[config.mk]
export PLATFORM = sky130hd
export DESIGN_NAME = burst_col_seq
export DESIGN_NICKNAME = d
export VERILOG_FILES = /design/src/rtl/bsq_pkg.sv /design/src/rtl/bsq_col_gen.sv /design/src/rtl/bsq_lat_pipe.sv /design/src/rtl/burst_col_seq.sv
export SDC_FILE = /design/constraint.sdc
export NUM_CORES = 1
export LEC_CHECK = 0
export ABC_AREA = 1
export BUFFER_PORTS_ARGS = -buffer_cell sky130_fd_sc_hd__buf_2
export CORE_UTILIZATION = 53
export CTS_CLUSTER_SIZE = 12
export DETAILED_ROUTE_END_ITERATION = 12
export PLACE_DENSITY = 0.77
export SLEW_MARGIN = 20
export SYNTH_ARGS = -nofsm -noshare
export SYNTH_HDL_FRONTEND = slang
export SYNTH_HIERARCHICAL = 1
export SYNTH_SLANG_ARGS = --single-unit
[constraint.sdc]
create_clock -name clk -period 4.55 [get_ports clk]
set_clock_uncertainty 0.15 [all_clocks]
set_input_delay 0.91 -clock clk [delete_from_list [all_inputs] [get_ports clk]]
set_output_delay 0.91 -clock clk [all_outputs]
set_load 0.005 [all_outputs]
[src/rtl/bsq_pkg.sv]
package bsq_pkg;

    localparam logic [2:0] LEN_PAGE = 3'b111;

    // Only the power-of-two codes and the full page (linear only) are legal.
    function automatic logic len_ok(input logic [2:0] code, input logic wrap);
        return (!code[2]) || (code == LEN_PAGE && !wrap);
    endfunction

endpackage

[src/rtl/bsq_col_gen.sv]
module bsq_col_gen #(
    parameter int COL_W = 8
) (
    input  logic [COL_W-1:0] base,
    input  logic [COL_W-1:0] idx,
    input  logic [COL_W-1:0] lmask,
    input  logic             wrap,
    output logic [COL_W-1:0] col
);
    logic [COL_W-1:0] sum;

    always_comb begin
        sum = base + idx;
        if (wrap) begin
            col = (base & ~lmask) | (sum & lmask);
        end else begin
            col = sum;
        end
    end
endmodule

[src/rtl/bsq_lat_pipe.sv]
module bsq_lat_pipe #(
    parameter int LANES       = 4,
    parameter int MAX_CL      = 3,
    parameter int RD_MASK_LAT = 2,
    parameter int CL_W        = 2
) (
    input  logic             clk,
    input  logic             rst_n,
    input  logic             beat_rd,
    input  logic [CL_W-1:0]  cas,
    input  logic [LANES-1:0] dqm,
    output logic             rd_valid,
    output logic [LANES-1:0] rd_be
);
    localparam int VD = MAX_CL - 1;

    logic [VD-1:0]     v_d, v_q;
    logic [MAX_CL-1:0] v_all;
    int                sel;

    always_comb begin
        v_all = {v_q, beat_rd};
        v_d   = v_all[VD-1:0];
        if (cas == '0) begin
            sel = 0;
        end else if (int'(cas) > MAX_CL) begin
            sel = MAX_CL - 1;
        end else begin
            sel = int'(cas) - 1;
        end
        rd_valid = v_all[sel];
    end

    always_ff @(posedge clk or negedge rst_n) begin
        if (!rst_n) v_q <= '0;
        else        v_q <= v_d;
    end

    generate
        if (RD_MASK_LAT == 0) begin : g_mask_now
            assign rd_be = rd_valid ? ~dqm : '0;
        end else begin : g_mask_pipe
            logic [LANES-1:0] m_d [RD_MASK_LAT];
            logic [LANES-1:0] m_q [RD_MASK_LAT];

            always_comb begin
                m_d[0] = dqm;
                for (int k = 1; k < RD_MASK_LAT; k++) m_d[k] = m_q[k-1];
            end

            always_ff @(posedge clk or negedge rst_n) begin
                if (!rst_n) begin
                    for (int k = 0; k < RD_MASK_LAT; k++) m_q[k] <= '0;
                end else begin
                    for (int k = 0; k < RD_MASK_LAT; k++) m_q[k] <= m_d[k];
                end
            end

            assign rd_be = rd_valid ? ~m_q[RD_MASK_LAT-1] : '0;
        end
    endgenerate
endmodule

[src/rtl/burst_col_seq.sv]
module burst_col_seq #(
    parameter int COL_W       = 8,
    parameter int LANES       = 4,
    parameter int BANK_W      = 2,
    parameter int MAX_CL      = 3,
    parameter int RD_MASK_LAT = 2,
    localparam int CL_W       = $clog2(MAX_CL + 1)
) (
    input  logic              clk,
    input  logic              rst_n,
    input  logic [2:0]        cfg_len,
    input  logic              cfg_wrap,
    input  logic [CL_W-1:0]   cfg_cas,
    input  logic              cmd_valid,
    input  logic              cmd_write,
    input  logic              cmd_auto_pc,
    input  logic [BANK_W-1:0] cmd_bank,
    input  logic [COL_W-1:0]  cmd_col,
    input  logic              stop,
    input  logic              pc_valid,
    input  logic [BANK_W-1:0] pc_bank,
    input  logic [LANES-1:0]  dqm,
    output logic              col_valid,
    output logic              col_write,
    output logic [COL_W-1:0]  col_addr,
    output logic [LANES-1:0]  wr_be,
    output logic              rd_valid,
    output logic [LANES-1:0]  rd_be
);
    import bsq_pkg::*;

    typedef struct packed {
        logic              act;
        logic              wr;
        logic              ap;
        logic              full;
        logic              wrap;
        logic [COL_W-1:0]  base;
        logic [COL_W-1:0]  idx;
        logic [COL_W-1:0]  lmask;
        logic [BANK_W-1:0] bank;
    } seq_t;

    seq_t s_d, s_q;
    logic take, last, cut, locked, pc_hit;

    function automatic logic [COL_W-1:0] code_mask(input logic [2:0] code);
        if (code == LEN_PAGE) return '1;
        return (COL_W'(1) << code[1:0]) - COL_W'(1);
    endfunction

    always_comb begin
        locked = s_q.act && s_q.ap;
        take   = cmd_valid && len_ok(cfg_len, cfg_wrap) && !locked;
        pc_hit = pc_valid && (pc_bank == s_q.bank);
        cut    = s_q.act && !s_q.ap && (stop || pc_hit);
        last   = s_q.act && !s_q.full && (s_q.idx == s_q.lmask);

        s_d = s_q;
        if (take) begin
            s_d.act   = 1'b1;
            s_d.wr    = cmd_write;
            s_d.full  = (cfg_len == LEN_PAGE);
            s_d.ap    = cmd_auto_pc && (cfg_len != LEN_PAGE);
            s_d.wrap  = cfg_wrap;
            s_d.base  = cmd_col;
            s_d.idx   = '0;
            s_d.lmask = code_mask(cfg_len);
            s_d.bank  = cmd_bank;
        end else if (cut || last) begin
            s_d.act = 1'b0;
            s_d.ap  = 1'b0;
        end else if (s_q.act) begin
            s_d.idx = s_q.idx + COL_W'(1);
        end
    end

    always_ff @(posedge clk or negedge rst_n) begin
        if (!rst_n) s_q <= '0;
        else        s_q <= s_d;
    end

    bsq_col_gen #(.COL_W(COL_W)) u_col (
        .base (s_q.base),
        .idx  (s_q.idx),
        .lmask(s_q.lmask),
        .wrap (s_q.wrap),
        .col  (col_addr)
    );

    assign col_valid = s_q.act;
    assign col_write = s_q.wr;
    assign wr_be     = (s_q.act && s_q.wr) ? ~dqm : '0;

    bsq_lat_pipe #(
        .LANES      (LANES),
        .MAX_CL     (MAX_CL),
        .RD_MASK_LAT(RD_MASK_LAT),
        .CL_W       (CL_W)
    ) u_lat (
        .clk     (clk),
        .rst_n   (rst_n),
        .beat_rd (s_q.act && !s_q.wr),
        .cas     (cfg_cas),
        .dqm     (dqm),
        .rd_valid(rd_valid),
        .rd_be   (rd_be)
    );
endmodule

### After elaboration in Yosys (flattened, before gate mapping)

Index checks and enable logic that the tools add are counted.

| word-level totals | value |
|---|---|
| flip-flop bits (word level) | 41 |
| input bits | 29 |
| output and inout bits | 19 |
| word-level logic and storage cells | 71 |

| cells by class | value |
|---|---|
| $add $sub $neg | 4 |
| magnitude comparators | 1 |
| eq/ne operators | 5 |
| shift operators | 1 |
| muxes and demuxes | 17 |
| bitwise operators | 6 |
| reduce and logical (&&, ||, !) cells | 25 |

Operators with widths:

| operator | number |
|---|---|
| $mux W8 | 6 |
| $lt A32 B4 Y1 const B | 1 |
| $mux W32 | 1 |
| $and A8 B8 Y8 | 2 |
| $logic_and A1 B1 Y1 | 12 |
| $add A8 B1 Y8 const B | 1 |
| $add A8 B8 Y8 | 1 |
| $eq A8 B8 Y1 | 1 |
| $mux W4 | 2 |
| $not A4 Y4 | 2 |
| $not A8 Y8 | 1 |
| $or A8 B8 Y8 | 1 |
| $shl A1 B2 Y8 const A | 1 |
| $sub A8 B2 Y8 const B | 1 |
| $mux W1 | 7 |
| $logic_not A1 Y1 | 6 |
| $reduce_bool A2 Y1 | 2 |
| $eq A3 B3 Y1 const B | 1 |
| $logic_or A1 B1 Y1 | 3 |
| $ne A3 B3 Y1 const B | 1 |
| $sub A2 B1 Y3 const B | 1 |
| $bmux W1 S2 | 1 |
| $eq A2 B2 Y1 | 1 |
| $logic_not A2 Y1 | 1 |
| other kinds (2) | 2 |

### Depth between registers and ports, before layout

Gate-level depths: netlist of run 1.

| depth | value |
|---|---|
| depth in word-level cells | 7 |
| depth in mapped cells | 10 |
| gate-level depth less buffers | 10 |

### Cells and area by module

The synthesis of run 1 kept the hierarchy.

Modules (own cells, without submodules):

| module | instances | cells each | area an instance (sq um) | seq. area each (sq um) |
|---|---|---|---|---|
| burst_col_seq | 1 | 207 | 1,565.3 | 750.7 |
| bsq_col_gen | 1 | 93 | 486.7 | 0.0 |
| bsq_lat_pipe | 1 | 21 | 297.8 | 250.2 |

### Least setup slack after synthesis of run 1

Ideal clock, no wire load.

| timing | value |
|---|---|
| kind | register to output |
| start | register s_q[10] in the netlist's numbering |
| end | output col_addr[6] |
| data arrival time | 1.462 ns |
| required time | 3.490 ns |
| slack | 2.028 ns |
| stages on the path, launching flop included | 11 |
| cells stage by stage | dfrtp_1 > ha_1 > inv_1 > fa_1 > inv_1 > nand4_1 > nand3_1 > nand2_1 > nand2_1 > nand2_1 > nand2_1 |

| on the way | value |
|---|---|
| cells in the longest elaborated chain, start to end | 4 |

Ends and longest elaborated chain:

| what | line | RTL |
|---|---|---|
| from (decl) | burst_col_seq.sv:44 | `seq_t s_d, s_q;` |
| from (signal assigned) | burst_col_seq.sv:79 | `if (!rst_n) s_q <= '0;` |
| from (signal assigned) | burst_col_seq.sv:80 | `else s_q <= s_d;` |
| $add A8 B8 Y8 (*) | bsq_col_gen.sv:13 | `sum = base + idx;` |
| $and A8 B8 Y8 | bsq_col_gen.sv:15 | `col = (base & ~lmask) \| (sum & lmask);` |
| $or A8 B8 Y8 | bsq_col_gen.sv:15 |  |
| $mux W8 (*) | bsq_col_gen.sv:14 | `if (wrap) begin` |
| to (decl) | burst_col_seq.sv:25 | `output logic [COL_W-1:0] col_addr,` |

Every way passes the cells marked *; elsewhere a longest branch is shown, timed or not.

### Final worst setup path of run 1

Ends and elaborated chain as after synthesis.

==> results of run 1 <==
-- state kept, by name, summed over array words and instances, names as in the netlist --
register,count
s_q,28
col_write,1
u_lat/g_mask_pipe.m_q,4
u_lat/g_mask_pipe.m_d,4
col_valid,1
u_lat/v_q,2
-- cells in the final DEF, fill, tap and decap left out, types with 2 or more instances in the layout --
cell type | Yosys | layout
buf_2 | 1 | 47
xor2_1 | 3 | 3
ha_1 | 9 | 9
nor2_2 | 2 | 2
nand3_1 | 26 | 26
clkbuf_8 | 0 | 5
dfrtp_1 | 40 | 40
o21ai_1 | 6 | 6
nand2_2 | 2 | 2
a21oi_1 | 3 | 3
inv_1 | 36 | 36
xnor2_1 | 2 | 2
o21ai_0 | 7 | 7
or2_2 | 2 | 2
nand3b_1 | 2 | 2
nand4_1 | 2 | 2
nand2_1 | 120 | 120
nor2_1 | 34 | 34
inv_2 | 2 | 2
-- logic make-up (layout without fill, tap and decap cells) --
logic type	Yosys count	count (layout)	synth area share, %
buf+inv	45	94	7.88
simple gates	200	200	36.9
mux	1	1	0.426
flops	40	40	42.6
compound gates	20	20	4.69
xor+xnor	5	5	1.86
fa+ha+maj	10	10	5.64
-- metrics by stage --
stage / instance area, um2 / hold slack (ns) / utilization, % / std cells / power [mW]
6_report: 2720 / 0.195 / 66.2 / 420 / 1.43
5_1_grt: 2720 / 0.198 / 66.2 / 420 / 1.56
4_1_cts: 2720 / 0.199 / 66.2 / 420 / 1.43
3_5_place_dp: 2610 / 0.185 / 63.4 / 412 / 1.13
3_3_place_gp: 2610 / 0.181 / 63.4 / 412 / 1.11
2_1_floorplan: 2350 / 0.181 / - / 321 / 0.942
-- area by class of cell --
class	instances	area (um2)
fill	384	1390
multi-input combinational	236	1160
sequential	40	1000
timing repair buffer	47	235
inverter	39	146
clock buffer	5	68.8
tap	50	62.6
clock inverter	3	46.3
-- synthesized netlist by cell type (3+ instances only) --
master and count:
o21ai_0 7, nand3_1 26, xor2_1 3, nor2_1 34
a21oi_1 3, clkbuf_1 3, nand2_1 120, ha_1 9
o21ai_1 6, dfrtp_1 40, inv_1 36
-- how the worst min path moves through the flow --
| stage | end | start | slack [ns] |
|---|---|---|---|
| after CTS | u_lat/g_mask_pipe.m_q[2] | u_lat/g_mask_pipe.m_d[2] | 0.20 |
| after detailed placement | u_lat/g_mask_pipe.m_q[2] | u_lat/g_mask_pipe.m_d[2] | 0.18 |
| after global routing | u_lat/g_mask_pipe.m_q[1] | u_lat/g_mask_pipe.m_d[1] | 0.20 |
| after floorplan | u_lat/g_mask_pipe.m_q[0] | u_lat/g_mask_pipe.m_d[0] | 0.18 |
| after global placement | u_lat/g_mask_pipe.m_q[1] | u_lat/g_mask_pipe.m_d[1] | 0.18 |
| final | u_lat/g_mask_pipe.m_q[1] | u_lat/g_mask_pipe.m_d[1] | 0.20 |
-- worst max-delay path, cell delays in order (launching register included) --
cell	delay [ns]
dfrtp_1	0.45
ha_1	0.20
inv_1	0.05
fa_1	0.42
inv_1	0.10
nand4_1	0.13
nand3_1	0.10
nand2_1	0.05
nand2_1	0.05
nand2_1	0.04
nand2_1	0.05
buf_2	0.10
-- layer usage --
| layer | vias up | part of all wire [%] | routed length, um |
|---|---|---|---|
| li1 | 1088 | - | - |
| met1 | 968 | 45 | 2310 |
| met2 | 60 | 48 | 2500 |
| met3 | 4 | 6.5 | 337 |
| met4 | 0 | 0.56 | 29 |
| met5 | - | 0 | 0 |
-- report_power, final --
group,internal [mW],total [mW],switching (mW)
combinational,0.252,0.588,0.336
clock,0.165,0.301,0.136
sequential,0.436,0.538,0.102
==> flow_metrics.tcl, run 1 <==
set metrics [dict create \
    status "complete, no violations" \
    antenna_cells 0 \
    cp.required_ns 3.49 \
    vias_per_cell 5.05 \
    yosysUniqueCellTypes 37 \
    die_h_um 68.6 \
    synth_edf_count 0 \
    syn2layout_area_growth_pct 15.9 \
    r2r_slack_ns 2.48 \
    hpwl_um 3710 \
    grt.met2_usage_pct 43.4 \
    finalHoldViolations 0 \
    fmax_ghz 0.323 \
    fin_crit_ns 3.10 \
    max_slew_margin_pct 39.5 \
    finalCritPeriodShare_pct 68.1 \
    drc 0 \
    syn_inst 321 \
    drtIter0Drc 79 \
    ys_top_cells_by_area "dfrtp_1, nand2_1, inv_1" \
    insertion_delay_ns 0.30 \
    drtPass1Iterations 4 \
    portBuffers 47 \
    via_count 2120 \
    numCtsBuffers 5 \
    crit_start "s_q[10]" \
    max_slew.worst_pin.slew_ns 0.907 \
    grt_pass1_wl_um 8490 \
    grt.met3_usage_pct 5.76 \
    timing.rr.start "col_valid" \
    drv_slew 0 \
    tritoncts "done" \
    met1_usage_pct 31.0 \
    synth_largest_area_cell "dfrtp_1" \
    critPathMaxFanout 7 \
    path_clk_slew_ns 0.09 \
    worstPathArrival_ns 2.04 \
    max-vdd-ir-drop_uv 276 \
    rsz0062_at_grt "no" \
    start_util_pct 57.1 \
    grt_pass1_vias 1940 \
    fp-row-count 23 \
    synth-seq-area-share_pct 42.6 \
    synth.top_cell.area_share_pct 42.6 \
    top_usage_layer "met2" \
    cts_setup_buffers 0 \
    antenna_found_initial 0 \
    routabilityCongestion 0.799 \
    grt_start_max_net_pins 41 \
    synth_area_mm2 0.00235 \
    drt-total-wl_um 5170 \
    clk_path_buf_depth 2 \
    ys.flop_type "dfrtp_1" \
    ctsHoldBuffers 0 \
    yosysWarnings 6 \
    crit_type "reg2out" \
    gr-total-overflow 0 \
    synthesis.nets 360 \
    core_mm2 0.00412 \
    drv_cap 0 \
    dieArea_mm2 0.00470 \
    pin_count 48 \
    clock-sinks 40 \
    ctsRootBufferMaster "clkbuf_8" \
    cts_max_level 2 \
    drive_gt1_share_pct 18.9 \
    routedWlPerCell_um 12.3 \
    endpoint_kind "output pin" \
    leakage_nw 1.55 \
    setup_viol 0 \
    cts_resized 0 \
    grtUsageTotal_pct 24.9 \
    finalSetupTns_ns 0 \
    post-place-ws_ns 1.79 \
    rr_endpoint "s_q[11]" \
    ys_seq_elements 40 \
    holdPathStages 0 \
    hold_path_class "reg2reg" \
    avgSynthCellArea_um2 7.32 \
    final_nets 408 \
    cp-start-kind "register" \
    powerDensity_mw_per_mm2 524 \
    worstRegToRegCells 6 \
    ys_async_sr_fraction_pct 100 \
    worst_slack_ns 1.45 \
    critPathCapture "col_addr[6]" \
    ant_nets 0 \
    die_x_um 68.6 \
]
Note: power is estimated with default switching activity, not from simulation.
==> inputs of run 2 (changes only) <==
- ABC_AREA: 1 -> 0
- PLACE_DENSITY: 0.77 -> 0.78
- clock period: 4.55 -> 3.2 ns (I/O delays scaled with it)
==> run 2 against run 1 <==
Effect of this change:
- sequential power rose by 33%
- total power rose by 15%
- critical endpoint unchanged
- critical path depth fell by 2
- largest cell class unchanged
- register-to-register slack got worse by 1.6 ns
- sequential cell count did not move
- combinational power rose by 2%
- routed wire length fell by 12%
- non-clock buffer count rose by 2
- cell count fell by 22%
- synthesized area fell by 8.4%
- synthesized cell count fell by 28%
==> flow_metrics.tcl, run 2 <==
set metrics [dict create \
    cts_max_level 2 \
    ys_seq_elements 40 \
    utilization_pct 67.0 \
    yosys.area_share.simple_pct 22.8 \
    grt_pass1_vias 1704 \
    portBuffers 47 \
    regMostFlops "s_q" \
    rsz0062_at_grt "no" \
    max_slew.worst_pin.slew_ns 0.983 \
    synth_xor_area_share_pct 4.47 \
    insertion_delay_ns 0.30 \
    dieArea_mm2 0.00432 \
    swShare_pct 36.5 \
    ys_top_cells_by_area "dfrtp_1, nand2_1, ha_1" \
    fp-row-count 22 \
    post-place-ws_ns 0.438 \
    synth_area_mm2 0.00215 \
    drv_cap 0 \
    grtUsageTotal_pct 23.9 \
    drc 0 \
    worstPathArrival_ns 2.31 \
    cp-start-kind "register" \
    pin_count 48 \
    gr-total-overflow 0 \
    clock-sinks 40 \
    finalSetupTns_ns 0 \
    path_clk_slew_ns 0.07 \
    hpwl_um 3420 \
    synth.top_cell.area_share_pct 46.5 \
    leakage_nw 1.25 \
    endpoint_kind "output pin" \
    p_int_mw 1.04 \
    placed_cells 321 \
    avgSynthCellArea_um2 9.36 \
    drive_gt1_share_pct 24.6 \
    synth_top_family_by_area "simple AND/OR/NAND/NOR gates" \
    final_cell_count_no_fill 329 \
    setup_viol 0 \
    routedWlPerCell_um 13.9 \
    powerDensity_mw_per_mm2 649 \
    status "complete, no violations" \
    tritoncts "done" \
    synth_compound_area_share_pct 15.9 \
    numCtsBuffers 5 \
    antenna_found_initial 0 \
    cp.required_ns 2.41 \
    drv_slew 0 \
    postPlaceCellArea_mm2 0.00243 \
    antenna_cells 0 \
    drtPass1Iterations 4 \
    die_h_um 65.7 \
    yosysMostFrequentCell "nand2_1" \
    ctsRootBufferMaster "clkbuf_8" \
    grt_start_max_net_pins 41 \
    finalCritPeriodShare_pct 96.9 \
    ant_nets 0 \
    yosysWarnings 6 \
    synth_edf_count 0 \
    vias_per_cell 5.52 \
    design_area_mm2 0.00253 \
    syn2layout_area_growth_pct 17.3 \
    fin_crit_ns 3.10 \
    synth_commonest_cells "nand2_1, dfrtp_1, nor2_1" \
    synthesis.nets 269 \
    p_seq_share_pct 43.6 \
    ys_async_sr_fraction_pct 100 \
    p_sw_uw 598 \
    final_cell_mix "nand2_1, buf_2, dfrtp_1" \
    finalHoldViolations 0 \
    synth-seq-area-share_pct 46.5 \
    core_mm2 0.00377 \
    grt_pass1_wl_um 7670 \
    hold_path_class "reg2reg" \
    clk_path_buf_depth 2 \
    routabilityCongestion 0.813 \
    drtIter0Drc 76 \
    via_count 1815 \
    ys.flop_type "dfrtp_1" \
    synth_mux_area_share_pct 2.03 \
    worst_slack_ns 0.0992 \
    final_nets 319 \
    max_slew_margin_pct 34.0 \
    crit_type "reg2out" \
    syn_inst 230 \
    drt-total-wl_um 4570 \
    pwr-share-comb_pct 36.5 \
    start_util_pct 57.1 \
    fmax_ghz 0.322 \
    synthAdderAreaFrac_pct 6.16 \
    power.share.clock_pct 19.9 \
    largest_register_ffs 28 \
    yosysUniqueCellTypes 41 \
    die_x_um 65.7 \
    synth_largest_area_cell "dfrtp_1" \
    max-vdd-ir-drop_uv 315 \
    critPathMaxFanout 5 \
]
## run 2: changes by cell type after synthesis, moves of 6 or more
cell / delta
nand2b_1: +9
a21oi_1: +8
inv_1: -31
nor2_1: -20
nand2_1: -73
xnor2_1: +6
nand3_1: -17
## run 2: metrics by stage
step | hold WS [ns] | power [mW]
after floorplan | 0.181 | 1.10
after global placement | 0.184 | 1.30
after detailed placement | 0.185 | 1.32
after CTS | 0.202 | 1.65
after global routing | 0.211 | 1.76
final | 0.200 | 1.64
## run 2: critical path, stage by stage (launching register included)
cell	delay (ns)
dfrtp_2	0.45
ha_1	0.23
inv_1	0.09
fa_2	0.23
nor2b_4	0.05
o31a_1	0.26
o21a_1	0.19
o21a_1	0.17
o31ai_1	0.20
buf_2	0.14
## run 2: worst paths after layout
path                                     startpoint                        to  slack (ns)  cells past startpoint
max in group asynchronous                     rst_n                   s_q[10]        2.02                      1
min in group asynchronous                     rst_n                   s_q[22]        0.29                      1
setup reg to reg                            s_q[15]                   s_q[14]        0.90                      5
hold reg to reg            u_lat/g_mask_pipe.m_d[3]  u_lat/g_mask_pipe.m_q[3]        0.20                      0
hold / removal             u_lat/g_mask_pipe.m_d[3]  u_lat/g_mask_pipe.m_q[3]        0.20                      0
setup / recovery                            s_q[10]               col_addr[6]         0.1                      9
## run 2: logic make-up (layout without fill, tap and decap cells)
kind of cell	Yosys count	in the layout
buf+inv	11	62
xor+xnor	11	11
mux	4	4
compound gates	52	52
fa+ha+maj	10	10
simple gates	102	102
flops	40	40
## run 2: per-layer routing
layer	vias to the layer above	track usage, %	wire length (um)
met3	8	4.34	188
met2	40	39.7	2200
met4	0	9.78	79
met5	-	0	0
met1	868	30.6	2100
li1	899	-	-
## run 2: timing repair
action / CTS / global route
setup buffers: 0 / 0
resized for setup: 0 / 2
endpoints found under the hold margin: 0 / 0
setup endpoints to repair: 0 / 1
hold buffers: 0 / 0
## run 2: cell type report
class	count	area [um2]
multi-input cells	179	1110
fillers	304	1240
repair buffers	49	250
well taps	48	60.1
clock inverters	3	18.8
inverters	5	18.8
clock buffers	5	68.8
flip-flops and latches	40	1000
## run 2: power groups by stage
| stage | Sequential (mW) | Clock [mW] | Combinational, mW |
|---|---|---|---|
| 6_report | 0.715 | 0.327 | 0.598 |
| 5_1_grt | 0.731 | 0.357 | 0.669 |
| 4_1_cts | 0.715 | 0.336 | 0.599 |
| 3_5_place_dp | 0.725 | 0 | 0.595 |
| 3_3_place_gp | 0.718 | 0 | 0.578 |
| 2_1_floorplan | 0.689 | 0 | 0.415 |
==> inputs of run 3 (changes only) <==
- CORE_UTILIZATION: 53 -> 30
- PLACE_DENSITY: 0.78 -> default
==> run 3 against run 2 <==
Effect of this change:
- non-clock buffer count is 1 higher
- utilization is 29 points lower
- fmax is 0.20% lower
- first-iteration DRC count is 36% higher
- sequential power is 0.6% lower
- die area is 74% higher
==> flow_metrics.tcl, run 3 (synthesized netlist as in run 2, its figures left out) <==
set metrics [dict create \
    final_cell_count_no_fill 378 \
    endpoint_kind "output pin" \
    worst_slack_ns 0.0930 \
    numCtsBuffers 5 \
    grt_pass1_wl_um 8360 \
    worstPathArrival_ns 2.32 \
    portBuffers 47 \
    largest_register_ffs 28 \
    core_mm2 0.00687 \
    crit_chain "ha_1, inv_1, fa_2, nor2b_4, o31a_1, o21a_1, o21a_1, o31ai_1, buf_2" \
    status "complete, no violations" \
    finalCritPeriodShare_pct 97.1 \
    gr-total-overflow 0 \
    regMostFlops "s_q" \
    final_cell_mix "nand2_1, buf_2, dfrtp_1" \
    fmax_ghz 0.322 \
    crit_type "reg2out" \
    cts_max_level 2 \
    drv_slew 0 \
    vias_per_cell 4.74 \
    die_x_um 86.7 \
    syn2layout_area_growth_pct 21.7 \
    grt_pass1_vias 1799 \
    clock-sinks 40 \
    slowest_delay_ns 0.40 \
    via_count 1792 \
    rsz0062_at_grt "yes" \
    tritoncts "done" \
    routabilityCongestion 0.768 \
    fin_total_pwr_mw 1.76 \
    placed_cells 369 \
    critPathMaxFanout 3 \
    drtPass1Iterations 4 \
    powerDensity_mw_per_mm2 672 \
    antenna_cells 0 \
    grtUsageTotal_pct 14.4 \
    drtIter0Drc 103 \
    die_h_um 86.7 \
    fp-row-count 30 \
    hpwl_um 3650 \
    max_slew_margin_pct 35.3 \
    pin_count 48 \
    post-place-ws_ns 0.373 \
    crit_buf_inv 2 \
    fill_cells 704 \
    drt-total-wl_um 5030 \
    leakage_nw 1.26 \
    antenna_found_initial 0 \
    fin_crit_ns 3.11 \
    insertion_delay_ns 0.30 \
    utilization_pct 38.2 \
    path_clk_slew_ns 0.08 \
    setup_viol 0 \
    final_nets 320 \
    grt_start_max_net_pins 41 \
    cp-start-kind "register" \
    routedWlPerCell_um 13.3 \
    drive_gt1_share_pct 24.8 \
    dieArea_mm2 0.00752 \
    cp.required_ns 2.41 \
    drc 0 \
    ant_nets 0 \
    max-vdd-ir-drop_uv 243 \
    finalHoldViolations 0 \
    hold_path_class "reg2reg" \
    ctsRootBufferMaster "clkbuf_8" \
    max_slew.worst_pin.slew_ns 0.965 \
    cp_top_family "compound AO/OA/AOI/OAI gates" \
    start_util_pct 31.3 \
    critPathSlowestCell "dfrtp_1" \
    drv_cap 0 \
    clk_path_buf_depth 2 \
    critPathMostFrequentCell "o21a_1" \
]
[run 3: what timing repair did]
| action | in CTS | in global routing |
|---|---|---|
| buffers inserted | 0 | 1 |
| gates resized for setup | 0 | 2 |
| setup endpoints to repair | 0 | 2 |
| hold buffers | 0 | 0 |
[run 3: routing by layer]
layer / part of all wire [%] / global-route usage [%] / routed length, um
met5: 0 / 0 / 0
met4: 1.3 / 5.30 / 64
met3: 4.4 / 2.29 / 220
met2: 46 / 23.9 / 2330
met1: 48 / 19.0 / 2410
[run 3: final timing paths]
path | to | startpoint | cells past startpoint | slack, ns
max | col_addr[6] | s_q[18] | 9 | 0.09
min | u_lat/g_mask_pipe.m_q[1] | u_lat/g_mask_pipe.m_d[1] | 0 | 0.20
max reg2reg | s_q[16] | s_q[10] | 6 | 0.89
min reg2reg | u_lat/g_mask_pipe.m_q[1] | u_lat/g_mask_pipe.m_d[1] | 0 | 0.20
max in group asynchronous | s_q[10] | rst_n | 1 | 1.93
min in group asynchronous | s_q[24] | rst_n | 1 | 0.31
[run 3: layout make-up]
type / instances / area (um2) / share of cell area, %
multi-input cells: 179 / 1110 / 42.2
flip-flops and latches: 40 / 1000 / 38.2
repair buffers: 50 / 258 / 9.83
well taps: 96 / 120 / 4.58
clock buffers: 5 / 68.8 / 2.63
clock inverters: 3 / 46.3 / 1.77
inverters: 5 / 18.8 / 0.716
[run 3: power by group]
group          internal [mW]  total, mW  leakage [nW]  switching [mW]
Combinational          0.294      0.620         0.709           0.327
Sequential             0.604      0.711         0.499           0.107
Clock                  0.235      0.431        0.0548           0.196
Total                   1.13       1.76          1.26           0.629
[run 3: worst register-to-register path, stage by stage, from the launching register on]
cell and delay [ns]:
dfrtp_2 0.42, buf_4 0.15, xnor2_1 0.20, nand4_2 0.14, o31ai_2 0.79, o21ai_0 0.24, a21oi_1 0.16
[run 3: per-stage QoR]
step           instance area [um2]  setup TNS, ns  hold slack [ns]
2_1_floorplan                 2150              0            0.181
3_3_place_gp                  2490              0            0.183
3_5_place_dp                  2490              0            0.186
4_1_cts                       2610              0            0.206
5_1_grt                       2620        -0.0531            0.225
6_report                      2620              0            0.203
